### src/rtl/shtc_pkg.sv
package shtc_pkg;

  localparam int SHT_CNT_W = 11;

  typedef enum logic [1:0] {
    ST_IDLE   = 2'd0,
    ST_SAMPLE = 2'd1,
    ST_CONV   = 2'd2
  } shtc_state_t;

  // Non-linear sample-time code table
  function automatic logic [SHT_CNT_W-1:0] sht_code_to_cycles(input logic [3:0] code);
    logic [SHT_CNT_W-1:0] n;
    case (code)
      4'd0:    n = 11'd4;
      4'd1:    n = 11'd8;
      4'd2:    n = 11'd16;
      4'd3:    n = 11'd32;
      4'd4:    n = 11'd64;
      4'd5:    n = 11'd96;
      4'd6:    n = 11'd128;
      4'd7:    n = 11'd192;
      4'd8:    n = 11'd256;
      4'd9:    n = 11'd384;
      4'd10:   n = 11'd512;
      4'd11:   n = 11'd768;
      default: n = 11'd1024;
    endcase
    return n;
  endfunction

endpackage

### src/rtl/shtc_trig_front.sv
module shtc_trig_front #(
  parameter int NUM_EXT     = 3,
  parameter int SYNC_STAGES = 2,
  localparam int SEL_W      = $clog2(NUM_EXT + 1)
) (
  input  logic               clk,
  input  logic               rst,
  input  logic               sw_start,
  input  logic [NUM_EXT-1:0] ext_trig,
  input  logic [SEL_W-1:0]   src_sel,
  input  logic               invert,
  output logic               trig_lvl,
  output logic               trig_rise
);

  logic [(1<<SEL_W)-1:0]  cand;
  logic                   raw;
  logic [SYNC_STAGES-1:0] chain;
  logic                   prev_q;

  always_comb begin
    cand            = '0;
    cand[0]         = sw_start;
    cand[NUM_EXT:1] = ext_trig;
  end

  assign raw = cand[src_sel] ^ invert;

  always_ff @(posedge clk) begin
    if (rst) begin
      chain  <= '0;
      prev_q <= 1'b0;
    end else begin
      chain  <= {chain[SYNC_STAGES-2:0], raw};
      prev_q <= chain[SYNC_STAGES-1];
    end
  end

  assign trig_lvl  = chain[SYNC_STAGES-1];
  assign trig_rise = chain[SYNC_STAGES-1] & ~prev_q;

endmodule

### src/rtl/shtc_down_timer.sv
module shtc_down_timer #(
  parameter int W = 11
) (
  input  logic         clk,
  input  logic         rst,
  input  logic         load,
  input  logic [W-1:0] load_val,
  input  logic         run,
  output logic         expire
);

  logic [W-1:0] cnt;

  always_ff @(posedge clk) begin
    if (rst) begin
      cnt <= '0;
    end else if (load) begin
      cnt <= load_val - W'(1);
    end else if (run && (cnt != '0)) begin
      cnt <= cnt - W'(1);
    end
  end

  assign expire = (cnt == '0);

endmodule

### src/rtl/sh_timing_ctrl.sv
module sh_timing_ctrl #(
  parameter int NUM_EXT     = 3,
  parameter int SYNC_STAGES = 2,
  parameter int NUM_SLOTS   = 16,
  parameter int RES_W       = 12,
  parameter int CONV_CYCLES = 13,
  parameter int CNT_W       = shtc_pkg::SHT_CNT_W,
  localparam int SEL_W      = $clog2(NUM_EXT + 1),
  localparam int SLOT_W     = $clog2(NUM_SLOTS),
  localparam int CV_W       = $clog2(CONV_CYCLES + 1)
) (
  input  logic               clk,
  input  logic               rst,
  input  logic               sw_start,
  input  logic [NUM_EXT-1:0] ext_trig,
  input  logic [SEL_W-1:0]   src_sel,
  input  logic               invert,
  input  logic               pulse_mode,
  input  logic [3:0]         sht_lo,
  input  logic [3:0]         sht_hi,
  input  logic [SLOT_W-1:0]  slot_idx,
  input  logic [RES_W-1:0]   result_in,
  output logic               sample_en,
  output logic               conv_active,
  output logic               conv_done,
  output logic [RES_W-1:0]   result_out,
  output logic               busy,
  output logic               timing_ovf
);

  import shtc_pkg::*;

  shtc_state_t state;
  logic        trig_lvl, trig_rise;
  logic        mode_q;
  logic        st_load, st_run, st_expire;
  logic        cv_load, cv_run, cv_expire;
  logic        upper_half;
  logic [3:0]  sel_code;
  logic [CNT_W-1:0] st_val;
  logic        exit_sample;

  shtc_trig_front #(
    .NUM_EXT     (NUM_EXT),
    .SYNC_STAGES (SYNC_STAGES)
  ) u_front (
    .clk       (clk),
    .rst       (rst),
    .sw_start  (sw_start),
    .ext_trig  (ext_trig),
    .src_sel   (src_sel),
    .invert    (invert),
    .trig_lvl  (trig_lvl),
    .trig_rise (trig_rise)
  );

  // Upper half of slot range uses the second code field
  assign upper_half = (slot_idx >= SLOT_W'(NUM_SLOTS / 2));
  assign sel_code   = upper_half ? sht_hi : sht_lo;
  assign st_val     = CNT_W'(sht_code_to_cycles(sel_code));

  assign st_load = (state == ST_IDLE) && trig_rise && pulse_mode;
  assign st_run  = (state == ST_SAMPLE) && mode_q && !st_expire;

  shtc_down_timer #(.W(CNT_W)) u_sample_tmr (
    .clk      (clk),
    .rst      (rst),
    .load     (st_load),
    .load_val (st_val),
    .run      (st_run),
    .expire   (st_expire)
  );

  assign exit_sample = (state == ST_SAMPLE) && (mode_q ? st_expire : !trig_lvl);
  assign cv_load     = exit_sample;
  assign cv_run      = (state == ST_CONV) && !cv_expire;

  shtc_down_timer #(.W(CV_W)) u_conv_tmr (
    .clk      (clk),
    .rst      (rst),
    .load     (cv_load),
    .load_val (CV_W'(CONV_CYCLES)),
    .run      (cv_run),
    .expire   (cv_expire)
  );

  always_ff @(posedge clk) begin
    if (rst) begin
      state       <= ST_IDLE;
      mode_q      <= 1'b0;
      sample_en   <= 1'b0;
      conv_active <= 1'b0;
      conv_done   <= 1'b0;
      busy        <= 1'b0;
      timing_ovf  <= 1'b0;
      result_out  <= '0;
    end else begin
      conv_done  <= 1'b0;
      timing_ovf <= 1'b0;
      case (state)
        ST_IDLE: begin
          if (trig_rise) begin
            state     <= ST_SAMPLE;
            mode_q    <= pulse_mode;
            sample_en <= 1'b1;
            busy      <= 1'b1;
          end
        end
        ST_SAMPLE: begin
          if (trig_rise) timing_ovf <= 1'b1;
          if (exit_sample) begin
            state       <= ST_CONV;
            sample_en   <= 1'b0;
            conv_active <= 1'b1;
          end
        end
        ST_CONV: begin
          if (trig_rise) timing_ovf <= 1'b1;
          if (cv_expire) begin
            state       <= ST_IDLE;
            conv_active <= 1'b0;
            busy        <= 1'b0;
            conv_done   <= 1'b1;
            result_out  <= result_in;
          end
        end
        default: begin
          state       <= ST_IDLE;
          sample_en   <= 1'b0;
          conv_active <= 1'b0;
          busy        <= 1'b0;
        end
      endcase
    end
  end

endmodule

### config.mk
export PLATFORM = sky130hd
export DESIGN_NAME = sh_timing_ctrl
export DESIGN_NICKNAME = d
export VERILOG_FILES = /design/src/rtl/shtc_pkg.sv /design/src/rtl/shtc_trig_front.sv /design/src/rtl/shtc_down_timer.sv /design/src/rtl/sh_timing_ctrl.sv
export SDC_FILE = /design/constraint.sdc
export NUM_CORES = 1
export LEC_CHECK = 0
export BUFFER_PORTS_ARGS = -buffer_cell sky130_fd_sc_hd__buf_2
export CAP_MARGIN = 20
export CORE_MARGIN = 5
export CORE_UTILIZATION = 54
export DETAILED_ROUTE_END_ITERATION = 16
export PLACE_DENSITY = 0.79
export SYNTH_ARGS = -nofsm -noshare
export SYNTH_HDL_FRONTEND = slang
export SYNTH_HIERARCHICAL = 1
export SYNTH_SLANG_ARGS = --single-unit
export TNS_END_PERCENT = 50
### constraint.sdc
create_clock -name clk -period 3.5 [get_ports clk]
set_clock_uncertainty 0.1 [all_clocks]
set_input_delay 0.7 -clock clk [delete_from_list [all_inputs] [get_ports clk]]
set_output_delay 0.7 -clock clk [all_outputs]
set_load 0.03 [all_outputs]
==> summary.md <==
| Metric | Value |
|---|---|
| Required @ worst endpoint | `3.62 ns` |
| XOR/XNOR Fraction of Synth Area | `0.0527` |
| Worst path bufs/invs | `2` |
| CP Launch Type | `register` |
| Hold buffers post-CTS | `0` |
| Worst Hold End | `u_front/chain[1]` |
| Number of diodes | `0` |
| Worst skew pair latency | `0.29 ns` |
| Avg WL per Cell | `around 13 um` |
| Finished Layout Cells | `387` |
| Mapped Cells | `278` |
| Leading area contributor after synthesis | `dfxtp_1` |
| Largest family of logic cells by synthesized area | `simple AND/OR/NAND/NOR gates` |
| Worst Path Class, Setup | `reg -> reg` |
| Hold Path Class | `reg -> reg` |
| Dpl hpwl | `between 3 and 4 mm` |
| Initial antenna violation count | `0` |
| CTS tree | `yes` |
| DR vias | `2,160` |
| RePlAce Congestion | `0.879` |
| Clk pin slew, worst setup/hold paths | `0.08 ns` |
| 1st-pass router iterations | `4` |
| Starting DRT DRC Count | `roughly 100` |
| CTS sink count | `38` |
| Die Span X | `75.6 um` |
| Initial Utilization | `0.569` |
| Syn. warnings | `6` |
| Final setup TNS | `0 ns` |
| Core ar. | `0.00409 mm2` |
| Outcome | `complete, no violations` |
| Routed Antenna Nets | `0` |
| Leak pwr | `0.00110 uW` |
| CTS H-tree depth | `2` |
| CP max stage cell | `or3_1` |
| Mapped Area | `0.00233 mm2` |
| Most numerous cell in the Yosys netlist | `dfxtp_1` |
| FF-to-FF End | `u_sample_tmr/cnt[7]` |
| Crit path max-delay family | `simple AND/OR/NAND/NOR gates` |
| Max Cap Viol | `0` |
| Critical path endpoint category | `register` |
| R2R depth | `9` |
| Worst r2r src | `u_front/chain[1]` |
| DRC violations left | `0` |
| CP cell instances | `nor2b_1 -> nand3_1 -> inv_1 -> buf_4 -> nor4b_4 -> o22ai_2 -> or3_1 -> a31oi_1 -> a21boi_1` |
| Hold depth | `1` |
| Most used DFF post-synth | `dfxtp_1` |
| Post_cts resized | `0` |
| Flops & latches, synth | `38` |
| Seq/Total Area, Yosys | `0.327` |
| Crit path DAT | `3.08 ns` |
| RSZ-0062 raised after global routing | `no` |
| Share of the synthesized area in the top cell type | `0.327` |
| Gr usage total | `0.192` |
| Die height | `75.6 um` |
| Nets | `375` |
| Distinct cells, synth | `65` |
| Root Buffer | `clkbuf_8` |
| Synthesized area per cell | `8.37 um2` |
| Synth Area in Simple Gates | `0.274` |
| FP Rows | `23` |
| Mux cell area share after synthesis | `0.0570` |
| Post-CTS setup buffers | `0` |
| R2R setup slack | `0.54 ns` |
| Final wirelength | `5.10 mm` |
| I/O pin total | `51` |
| Pins Over Slew Limit | `0` |
| Post-layout min period | `approximately 3.0 ns` |
| GR Overflow Total | `0` |
| Vias per cell | `5.58` |
| CTS buffer count | `5` |
| Synth area leaders | `dfxtp_1 (33%), nand2_1 (5.5%), xnor2_1 (4.5%)` |
| CP Launch Point | `u_front/chain[1]` |
| Post-synth EDFFs | `0` |
| Area growth syn-to-layout | `17.8%` |
| Largest net degree at the start of global routing | `39` |
| Inst Count DP | `379` |
| Clock buffer depth | `2` |
| Worst vdd ir | `between 0.2 and 0.25 mV` |
| Worst stage delay on the critical path | `0.37 ns` |
| Max FO, Critical Path | `23` |
| Hold_sp | `u_front/chain[0]` |
| Full die area | `0.00572 mm2` |
| Final Setup Violations | `0` |
| PortBufs | `47` |
| PD cells | `about 460 mW/mm2` |
| Final hold vios | `0` |
| Final Cycle Share | `0.846` |
| Global-route wire length before repair | `roughly 8.5 mm` |
| Rel. slew slack | `0.513` |
| Share of post-route cells with drive strength above 1 | `0.234` |
| Commonest cells in the netlist | `dfxtp_1 (38), nand2_1 (34), nor2_1 (24)` |
| Compound-gate portion of the synthesized area | `0.212` |
| Synth Area in Adders | `0.0269` |
| Worst-Margin Slew | `around 0.73 ns` |
| Ys async rst share | `0` |
| Fmax achieved | `338 MHz` |
| Vias in the first global route | `1,990` |
## worst register-to-register path, delay by kind of cell, from the launching register on
family	cells	cell delay, ns
compound gates	3	0.55
buf+inv	2	0.69
flops	1	0.36
simple gates	4	1.20
## worst max path at each step
stage | end | depth (start not counted)
floorplan | u_sample_tmr/cnt[6] | 11
global placement | u_sample_tmr/cnt[6] | 10
detailed placement | u_sample_tmr/cnt[6] | 10
CTS | u_sample_tmr/cnt[7] | 9
global route | u_sample_tmr/cnt[7] | 9
finish | u_sample_tmr/cnt[7] | 9
## where the power goes
| part | internal (uW) | total (uW) | switching [uW] | leakage (uW) |
|---|---|---|---|---|
| clock | 158 | 313 | 155 | 0.0000472 |
| combinational | 178 | 451 | 273 | 0.000741 |
| sequential | 477 | 509 | 31.7 | 0.000309 |
| total | 814 | 1270 | 459 | 0.00110 |
## per-layer routing
metal	part of all wire	routed length (um)	track usage	vias to the layer above
met5	0	0	0	-
met4	0.012	62	0.0680	0
met3	0.059	301	0.0462	6
met2	0.50	2550	0.336	53
met1	0.43	2190	0.228	992
li1	-	-	-	1109
## cell type report
class	instances	area, um2
Clock inverter	2	12.5
Multi-Input combinational cell	225	1500
Fill cell	353	1350
Inverter	14	52.6
Sequential cell	38	761
Tap cell	50	62.6
Timing Repair Buffer	52	273
Clock buffer	6	82.6
## flip-flops by register name (all words and copies together), names as in the netlist
signal / flops
u_sample_tmr/cnt: 11
mode_q: 1
conv_done: 1
timing_ovf: 1
busy: 1
u_front/prev_q: 1
conv_active: 1
result_out: 12
sample_en: 1
u_conv_tmr/cnt: 4
u_front/chain: 2
state: 2
## kinds of logic (layout without fill, tap and decap cells)
kind of cell             Yosys count  after routing
AO/OA/AOI/OAI                     68             68
XOR/XNOR                          14             14
adder cells (fa/ha/maj)            5              5
buffers and inverters             25             74
flip-flops                        38             38
multiplexers                      11             11
other                              2             12
AND/OR/NAND/NOR                  115            115
## placed cells by master, fill, tap and decap left out, drive strengths merged, types with 2 or more instances in the layout
master,instances
a211oi,12
a21boi,2
a21o,2
a21oi,20
a221oi,4
a311oi,2
a31oi,3
a41oi,3
and3,2
buf,52
clkbuf,6
conb,12
dfxtp,38
ha,5
inv,14
mux2,2
mux2i,8
nand2,34
nand2b,6
nand3,3
nor2,25
nor2b,6
nor3,17
nor3b,6
nor4,4
nor4b,3
o21ai,4
o22ai,2
o31ai,2
or3,3
xnor2,12
xor2,2
## stage by stage
| stage | utilization | cell area (um2) | worst slack [ns] | hold slack, ns | total power [uW] |
|---|---|---|---|---|---|
| final | 0.670 | 2740 | 0.538 | 0.344 | 1270 |
| after global routing | 0.670 | 2740 | 0.272 | 0.349 | 1360 |
| after CTS | 0.670 | 2740 | 0.559 | 0.348 | 1290 |
| after detailed placement | 0.647 | 2640 | 0.438 | 0.329 | 966 |
| after global placement | 0.647 | 2640 | 0.510 | 0.318 | 955 |
| after floorplan | - | 2360 | 0.295 | 0.314 | 859 |
Note: power is estimated with default switching activity, not from simulation.
